--- src/rtl/cfg_stream_pkg.sv ---
package cfg_stream_pkg;
   typedef enum logic {
      POS_FOLLOW = 1'b0,
      POS_HEAD   = 1'b1
   } chain_pos_e;
endpackage

--- src/rtl/cfg_por_timer.sv ---
module cfg_por_timer #(
   parameter int POR_CYCLES = 20
) (
   input  logic clk,
   input  logic rst_n,
   output logic done_o
);
   localparam int CNT_W = (POR_CYCLES > 1) ? $clog2(POR_CYCLES) : 1;
   localparam logic [CNT_W-1:0] LAST = CNT_W'(POR_CYCLES - 1);

   logic [CNT_W-1:0] cnt_q;
   logic             done_q;

   always_ff @(posedge clk or negedge rst_n) begin
      if (!rst_n) begin
         cnt_q  <= '0;
         done_q <= 1'b0;
      end else if (!done_q) begin
         if (cnt_q == LAST) begin
            done_q <= 1'b1;
         end else begin
            cnt_q <= cnt_q + 1'b1;
         end
      end
   end

   assign done_o = done_q;
endmodule

--- src/rtl/cfg_dclk_gen.sv ---
module cfg_dclk_gen #(
   parameter int HALF_PERIOD = 2
) (
   input  logic clk,
   input  logic rst_n,
   input  logic en_i,
   output logic dclk_o,
   output logic fall_o
);
   logic dclk_q;
   logic last_tick;

   generate
      if (HALF_PERIOD == 1) begin : g_toggle
         assign last_tick = 1'b1;
      end else begin : g_divide
         localparam int DIV_W = $clog2(HALF_PERIOD);
         localparam logic [DIV_W-1:0] DIV_LAST = DIV_W'(HALF_PERIOD - 1);
         logic [DIV_W-1:0] div_q;

         always_ff @(posedge clk or negedge rst_n) begin
            if (!rst_n) begin
               div_q <= '0;
            end else if (!en_i || div_q == DIV_LAST) begin
               div_q <= '0;
            end else begin
               div_q <= div_q + 1'b1;
            end
         end

         assign last_tick = (div_q == DIV_LAST);
      end
   endgenerate

   always_ff @(posedge clk or negedge rst_n) begin
      if (!rst_n) begin
         dclk_q <= 1'b0;
      end else if (!en_i) begin
         dclk_q <= 1'b0;
      end else if (last_tick) begin
         dclk_q <= ~dclk_q;
      end
   end

   assign dclk_o = dclk_q;
   assign fall_o = en_i & last_tick & dclk_q;
endmodule

--- src/rtl/cfg_addr_ctr.sv ---
module cfg_addr_ctr #(
   parameter int DEPTH  = 32,
   parameter int ADDR_W = $clog2(DEPTH + 1)
) (
   input  logic              clk,
   input  logic              rst_n,
   input  logic              clr_i,
   input  logic              step_i,
   output logic [ADDR_W-1:0] addr_o,
   output logic              end_o
);
   localparam logic [ADDR_W-1:0] LIMIT = ADDR_W'(DEPTH);

   logic [ADDR_W-1:0] addr_q;

   always_ff @(posedge clk or negedge rst_n) begin
      if (!rst_n) begin
         addr_q <= '0;
      end else if (clr_i) begin
         addr_q <= '0;
      end else if (step_i && addr_q != LIMIT) begin
         addr_q <= addr_q + 1'b1;
      end
   end

   assign addr_o = addr_q;
   assign end_o  = (addr_q == LIMIT);
endmodule

--- src/rtl/cfg_bit_streamer.sv ---
module cfg_bit_streamer
   import cfg_stream_pkg::*;
#(
   parameter int               DEPTH       = 32,
   parameter logic [DEPTH-1:0] INIT_BITS   = '0,
   parameter int               POR_CYCLES  = 20,
   parameter int               HALF_PERIOD = 2
) (
   input  logic clk,
   input  logic rst_n,
   input  logic oe_i,
   input  logic cs_n_i,
   input  logic ext_dclk_i,
   output logic dclk_o,
   output logic data_o,
   output logic data_en_o,
   output logic casc_n_o
);
   localparam int ADDR_W = $clog2(DEPTH + 1);
   localparam int IDX_W  = $clog2(DEPTH);

   generate
      if (DEPTH < 2) begin : g_bad_depth
         $error("cfg_bit_streamer: DEPTH must be at least 2");
      end
      if (POR_CYCLES < 1) begin : g_bad_por
         $error("cfg_bit_streamer: POR_CYCLES must be at least 1");
      end
      if (HALF_PERIOD < 1) begin : g_bad_half
         $error("cfg_bit_streamer: HALF_PERIOD must be at least 1");
      end
   endgenerate

   logic              por_done;
   chain_pos_e        pos_q;
   logic              pos_first;
   logic              ext_prev_q;
   logic              ext_fall;
   logic              sel_active;
   logic              osc_en;
   logic              osc_fall;
   logic              step;
   logic              at_end;
   logic [ADDR_W-1:0] addr_q;
   logic              rom_bit;

   cfg_por_timer #(.POR_CYCLES(POR_CYCLES)) u_por (
      .clk    (clk),
      .rst_n  (rst_n),
      .done_o (por_done)
   );

   always_ff @(posedge clk or negedge rst_n) begin
      if (!rst_n) begin
         pos_q      <= POS_FOLLOW;
         ext_prev_q <= 1'b1;
      end else begin
         ext_prev_q <= ext_dclk_i;
         if (!oe_i || !por_done) begin
            pos_q <= cs_n_i ? POS_FOLLOW : POS_HEAD;
         end
      end
   end

   assign pos_first  = (pos_q == POS_HEAD);
   assign ext_fall   = ext_prev_q & ~ext_dclk_i;
   assign sel_active = por_done & oe_i & ~cs_n_i;
   assign osc_en     = sel_active & pos_first;

   cfg_dclk_gen #(.HALF_PERIOD(HALF_PERIOD)) u_osc (
      .clk    (clk),
      .rst_n  (rst_n),
      .en_i   (osc_en),
      .dclk_o (dclk_o),
      .fall_o (osc_fall)
   );

   assign step = sel_active & (pos_first ? osc_fall : ext_fall);

   cfg_addr_ctr #(.DEPTH(DEPTH), .ADDR_W(ADDR_W)) u_addr (
      .clk    (clk),
      .rst_n  (rst_n),
      .clr_i  (~oe_i),
      .step_i (step),
      .addr_o (addr_q),
      .end_o  (at_end)
   );

   assign rom_bit   = INIT_BITS[addr_q[IDX_W-1:0]];
   assign data_en_o = sel_active & ~at_end;
   assign data_o    = data_en_o & rom_bit;
   assign casc_n_o  = ~at_end;
endmodule

--- config.mk ---
export PLATFORM = sky130hd
export DESIGN_NAME = cfg_bit_streamer
export DESIGN_NICKNAME = d
export VERILOG_FILES = /design/src/rtl/cfg_stream_pkg.sv /design/src/rtl/cfg_por_timer.sv /design/src/rtl/cfg_dclk_gen.sv /design/src/rtl/cfg_addr_ctr.sv /design/src/rtl/cfg_bit_streamer.sv
export SDC_FILE = /design/constraint.sdc
export NUM_CORES = 1
export LEC_CHECK = 0
export BUFFER_PORTS_ARGS = -buffer_cell sky130_fd_sc_hd__buf_2
export CAP_MARGIN = 20
export CORE_MARGIN = 4
export CORE_UTILIZATION = 50
export DETAILED_ROUTE_END_ITERATION = 10
export PLACE_DENSITY = 0.79
export SYNTH_ARGS = -nofsm -noshare
export SYNTH_HDL_FRONTEND = slang
export SYNTH_HIERARCHICAL = 1
export SYNTH_SLANG_ARGS = --single-unit
--- constraint.sdc ---
create_clock -name clk -period 2 [get_ports clk]
set_input_delay 0.2 -clock clk [delete_from_list [all_inputs] [get_ports clk]]
set_output_delay 0.2 -clock clk [all_outputs]
set_load 0.01 [all_outputs]
# Word level (Yosys, flattened, before mapping)
# Memories as Yosys holds them, arrays and structs flattened.
# Index checks and enable logic that the tools add are counted.
dict set report classes {
  add_sub_neg 3
  order_cmp 1
  eq_ne 5
  muxes 10
  n_bitwise 15
  n_reduce_logical 7
}
# op count
set op_table {}
lappend op_table {{two-way mux 6 bit} 2}
lappend op_table {{AND 1 bit} 9}
lappend op_table {{two-way mux 1 bit} 8}
lappend op_table {{adder 6 x 1 -> 6 bit, second input constant} 1}
lappend op_table {{== test 6 bit, second input constant} 1}
lappend op_table {{less-than comparator 5 x 6 -> 1 bit, second input constant} 1}
lappend op_table {{!= test 6 bit, second input constant} 1}
lappend op_table {{inverter 1 bit} 6}
lappend op_table {{adder 5 x 1 -> 5 bit, second input constant} 1}
lappend op_table {{== test 5 bit, second input constant} 1}
lappend op_table {{zero test 1 bit} 3}
lappend op_table {{logical OR 1 bit} 2}
lappend op_table {{!= test 2 x 1 -> 1 bit, second input constant} 1}
lappend op_table {{!= test 2 bit, second input constant} 1}
lappend op_table {{AND reduction 2 bit} 1}
lappend op_table {{adder 1 bit, second input constant} 1}
lappend op_table {{logical AND 1 bit} 1}
dict set report totals {
  register_bits 16
  rom_bits 32
  output_inout_bits 4
  word_cells 49
  n_memories 1
}
# memory depth word_bits read_ports rd_ports_with_merged_regs wr line
set mem_list {}
lappend mem_list {{(name not given)} 32 1 1 0 0 cfg_bit_streamer.sv:89} ;# assign rom_bit = INIT_BITS[addr_q[IDX_W-1:0]];

# Logic depth before layout (Yosys ltp)
dict set report logic_depth {
  depth_word 10
  depth_mapped 9
  ltp_nobuf 8
}

# Modules after synthesis
# Netlist, hierarchy kept.
# mod n_inst cells_each area_per_inst_um2 seq_area_each_um2
set by_module_without_submodules {}
lappend by_module_without_submodules {cfg_addr_ctr 1 40 382.9 150.1}
lappend by_module_without_submodules {cfg_por_timer 1 20 282.8 150.1}
lappend by_module_without_submodules {cfg_bit_streamer 1 14 122.6 51.3}
lappend by_module_without_submodules {cfg_dclk_gen 1 6 81.3 50.0}

# Worst setup path after synthesis
# OpenSTA, ideal clock, no wires.
dict set report synth_path {
  path_type {register -> register}
  from {reg u_por.done_q, in the netlist u_por/done_o}
  to {reg u_addr.addr_q[5], in the netlist u_addr/addr_o[5]}
  setup_ns 0.078
  t_arrival_ns 1.912
  t_required_ns 1.922
  setup_slack_ns 0.010
  stages_incl_launch_ff 10
  n_path_buf 1
  synth_period_minus_slack_ns 1.990
  cell_sequence {dfrtp_1 > nand2_1 > nor3_1 > and3_2 > nand2_1 > a211oi_2 > buf_2 > nand4_1 > or3_1 > a21oi_1}
}
dict set report synth_via {
  elab_chain_len 9
}
# item line
set synth_lines {}
lappend synth_lines {{start, declared} cfg_por_timer.sv:12} ;# logic done_q;
lappend synth_lines {{start signal, assigned} cfg_por_timer.sv:17} ;# done_q <= 1'b0;
lappend synth_lines {{start signal, assigned} cfg_por_timer.sv:20} ;# done_q <= 1'b1;
lappend synth_lines {{AND 1 bit (2 in series)} cfg_bit_streamer.sv:67} ;# assign sel_active = por_done & oe_i & ~cs_n_i;
lappend synth_lines {{AND 1 bit} cfg_bit_streamer.sv:68} ;# assign osc_en = sel_active & pos_first;
lappend synth_lines {{via osc_en} cfg_bit_streamer.sv:40} ;# logic osc_en;
lappend synth_lines {{AND 1 bit (2 in series)} cfg_dclk_gen.sv:46} ;# assign fall_o = en_i & last_tick & dclk_q;
lappend synth_lines {{via osc_fall} cfg_bit_streamer.sv:41} ;# logic osc_fall;
lappend synth_lines {{two-way mux 1 bit} cfg_bit_streamer.sv:78} ;# assign step = sel_active & (pos_first ? osc_fall : ext_fall);
lappend synth_lines {{AND 1 bit} cfg_bit_streamer.sv:78}
lappend synth_lines {{via step} cfg_bit_streamer.sv:42} ;# logic step;
lappend synth_lines {{logical AND 1 bit} cfg_addr_ctr.sv:21} ;# end else if (step_i && addr_q != LIMIT) begin
lappend synth_lines {{!= test 2 x 1 -> 1 bit (no source line)} n/a}
lappend synth_lines {{end signal, assigned} cfg_addr_ctr.sv:22} ;# addr_q <= addr_q + 1'b1;
lappend synth_lines {{end, declared} cfg_addr_ctr.sv:14} ;# logic [ADDR_W-1:0] addr_q;
# The timed path passes the listed nets, and every way through them passes these cells.
# A chain may end at the register's enable or synchronous reset.

# Worst setup path in the final report
dict set report layout_path {
  from {reg ext_prev_q}
  to {reg u_addr.addr_q[0], in the netlist u_addr/addr_o[0]}
}
dict set report layout_via {
  elab_chain_len 5
}
# item line
set layout_lines {}
lappend layout_lines {{start, declared} cfg_bit_streamer.sv:37} ;# logic ext_prev_q;
lappend layout_lines {{start signal, assigned} cfg_bit_streamer.sv:58} ;# ext_prev_q <= ext_dclk_i;
lappend layout_lines {{AND 1 bit} cfg_bit_streamer.sv:66} ;# assign ext_fall = ext_prev_q & ~ext_dclk_i;
lappend layout_lines {{two-way mux 1 bit} cfg_bit_streamer.sv:78}
lappend layout_lines {{AND 1 bit} cfg_bit_streamer.sv:78}
lappend layout_lines {{via step} cfg_bit_streamer.sv:42}
lappend layout_lines {{logical AND 1 bit} cfg_addr_ctr.sv:21}
lappend layout_lines {{!= test 2 x 1 -> 1 bit (no source line)} n/a}
# The timed path passes the listed nets, and every way through them passes these cells.

==> impl_results.md <==
* Clock buffer count from CTS at 3
* Rows at 14
* Synth cell count leaders: dfrtp_1 (15), inv_1 (7), nand2_1 (6)
* Vias in the first global route at 662
* Outcome: finished, final reports clean
* IO Count at 9
* Hold path cells at 3
* CP Launch Type: flop
* Post-layout util at 67.0%
* Worst r2r path cells at 5
* Share of cells above drive strength 1 at 32.3%
* EDFF count, synth at 0
* Dominant synthesized flop cell: dfrtp_1
* Fin crit share at 98.3%
* Overall power at 0.000595 W
* Nets@finish at 108
* # DRC at 0
* Async set or reset register ratio after synthesis at 100%
* Core box area at 1580 µm²
* Setup Skew at 5.52 ps
* Share of the synthesized area in the top cell type at 43.2%
* Post-Layout Cell Count at 115
* # diodes at 0
* Area growth from synthesis to layout at 21.4%
* Reg-to-reg startpoint: ext_prev_q
* Post-synthesis sequential area ratio at 46.2%
* Final setup margin at 33.2 ps
* Synth area leader: dfrtp_1
* Crit Path Class: flop to flop
* CTS sink cnt at 16
* Via count at 654
* Post-Syn Instances at 80
* Hold Path Class: primary input to flop
* Initial Util at 55.2%
* GPL Wtd Cong at 0.746
* Final Hold Violating Endpoints at 0
* Overflow after GRT at 0
* Clock-pin slew on the worst setup and hold paths at 100 ps
* Routed len/inst at 14.6 µm
* Vias per Instance at 5.69
* Max Slew Vio Count at 0
* Die W at 49.7 µm
* Maximum vdd drop at 0.479 mV
* Drt first-iter violations at 8
* First-pass DRT Iterations at 4
* Most common cell in the netlist: dfrtp_1
* DP Cell Count at 106
* TritonCTS clock tree: yes
* Initial antenna violation count at 0
* Synth top area cells: dfrtp_1 (43%), ha_1 (4.3%), nand4b_1 (4.0%)
* Ys Warns at 6
* Largest net degree at the start of global routing at 17
* PortBufs at 7
* Number of synthesized register bits at 16
* Root Buffer: clkbuf_4
* Worst hold start: cs_n_i
* Crit path DAT at 2140 ps
* Fmax achieved at 508 MHz
* RSZ-0062 raised after global routing: true
* DIE AREA at 2470 µm²
* Data required, critical path at 2170 ps
* Final setup fails at 0
* WL final at 1680 µm
* Final min period at 1970 ps
* Clk buf depth at 2
* Hold_ws at 249 ps
* ANT nets after route at 0
* Post-Syn Nets at 88
* Die Span Y at 49.7 µm
* H-tree depth at 1
* Fill cells at 126
* Avg Cell Area, Syn at 10.9 µm²
* Synth Cell Area at 870 µm²
* Post-DP HPWL at 1190 µm
* FF-to-FF End: u_addr/addr_o[0]
* First-pass GRT wire length at 2920 µm
* Hold Path Sink: pos_first
* Pwr/cell area at 563 nW/µm²
* Clock latency on the worst-skew pair at 290 ps
* Reg2reg setup slack at 30 ps
* Unique masters post-synth at 39
* GR Util All Layers at 15.6%
* Maxcap violations at 0
* Leak at 0.480 nW
* Setup crit end kind: flop
* CP max FO at 7
* Pre-CTS WS at -78.0 ps
## layout make-up
cell class | instances | area, µm² | area share, %
clock buffer | 4 | 36.3 | 3.44
tap | 16 | 20.0 | 1.90
multi-input combinational | 54 | 445 | 42.2
sequential | 16 | 402 | 38.0
timing repair buffer | 18 | 126 | 12.0
inverter | 7 | 26.3 | 2.49
## cells in the final DEF, fill, tap and decap left out, types with 3 or more instances in the layout
cell type and n:
inv_1 7, nand4b_1 4, nor2_1 3, buf_4 8, clkbuf_4 3, ha_1 3, xor2_1 4, buf_2 7
nand2_1 6, dfrtp_1 15
## per-stage QoR
step / setup TNS, ps / area [µm²]
after floorplan: 0 / 870
after global placement: -60.3 / 953
after detailed placement: -151 / 953
after CTS: 0 / 1020
after global routing: -123 / 1060
final: 0 / 1060
## kinds of logic (layout without fill, tap and decap cells)
kind of cell	Yosys count	in the layout	share of synthesized area, %
AND/OR/NAND/NOR	33	33	25.3
flip-flops	16	16	46.2
buffers and inverters	10	29	4.89
AO/OA/AOI/OAI	8	8	8.63
XOR/XNOR	6	6	6.04
adder cells (fa/ha/maj)	3	3	4.32
multiplexers	3	3	4.17
other	1	1	0.431
## how the worst max path moves through the flow
| stage | start | slack (ps) | end | cells after the start |
|---|---|---|---|---|
| final | ext_prev_q | 30 | u_addr/addr_o[0] | 5 |
| after global routing | ext_prev_q | -40 | u_addr/addr_o[0] | 5 |
| after CTS | pos_first | 9 | u_addr/addr_o[5] | 8 |
| after detailed placement | pos_first | -80 | u_addr/addr_o[5] | 8 |
| after global placement | ext_prev_q | -40 | u_addr/addr_o[5] | 5 |
| after floorplan | u_por/done_o | 10 | u_addr/addr_o[5] | 9 |
## per-layer routing
layer,vias to the layer above,GRT usage (%),wire length (µm)
li1,313,-,-
met4,0,7.83,24
met2,10,25.1,894
met1,327,18.0,700
met5,-,0,0
met3,4,5.72,60
## critical path: stages, from the launching register on
cell,delay [ps]
dfstp_2,520
or3b_4,380
a211oi_4,360
buf_4,180
nor3_2,30
or4_1,390
## where the power goes
part           internal [W]  switching (W)
sequential         0.000329     0.00000354
clock              0.000111       0.000104
combinational     0.0000216      0.0000252
total              0.000461       0.000133
## state kept, by name (all words and copies together) (netlist names)
register and cells:
u_osc/g_divide.div_q 1, u_por/cnt_q 5, u_osc/dclk_o 1, u_por/done_o 1
pos_first 1, u_addr/addr_o 6, ext_prev_q 1
## what timing repair did
action | 4_1_cts | 5_1_grt
pin swaps | 1 | 5
hold endpoints to repair | 15 | 1
buffers inserted | 1 | 2
gates resized for setup | 2 | 4
setup endpoints to repair | 4 | 6
hold buffers | 1 | 1
(Power assumes the default switching activity.)
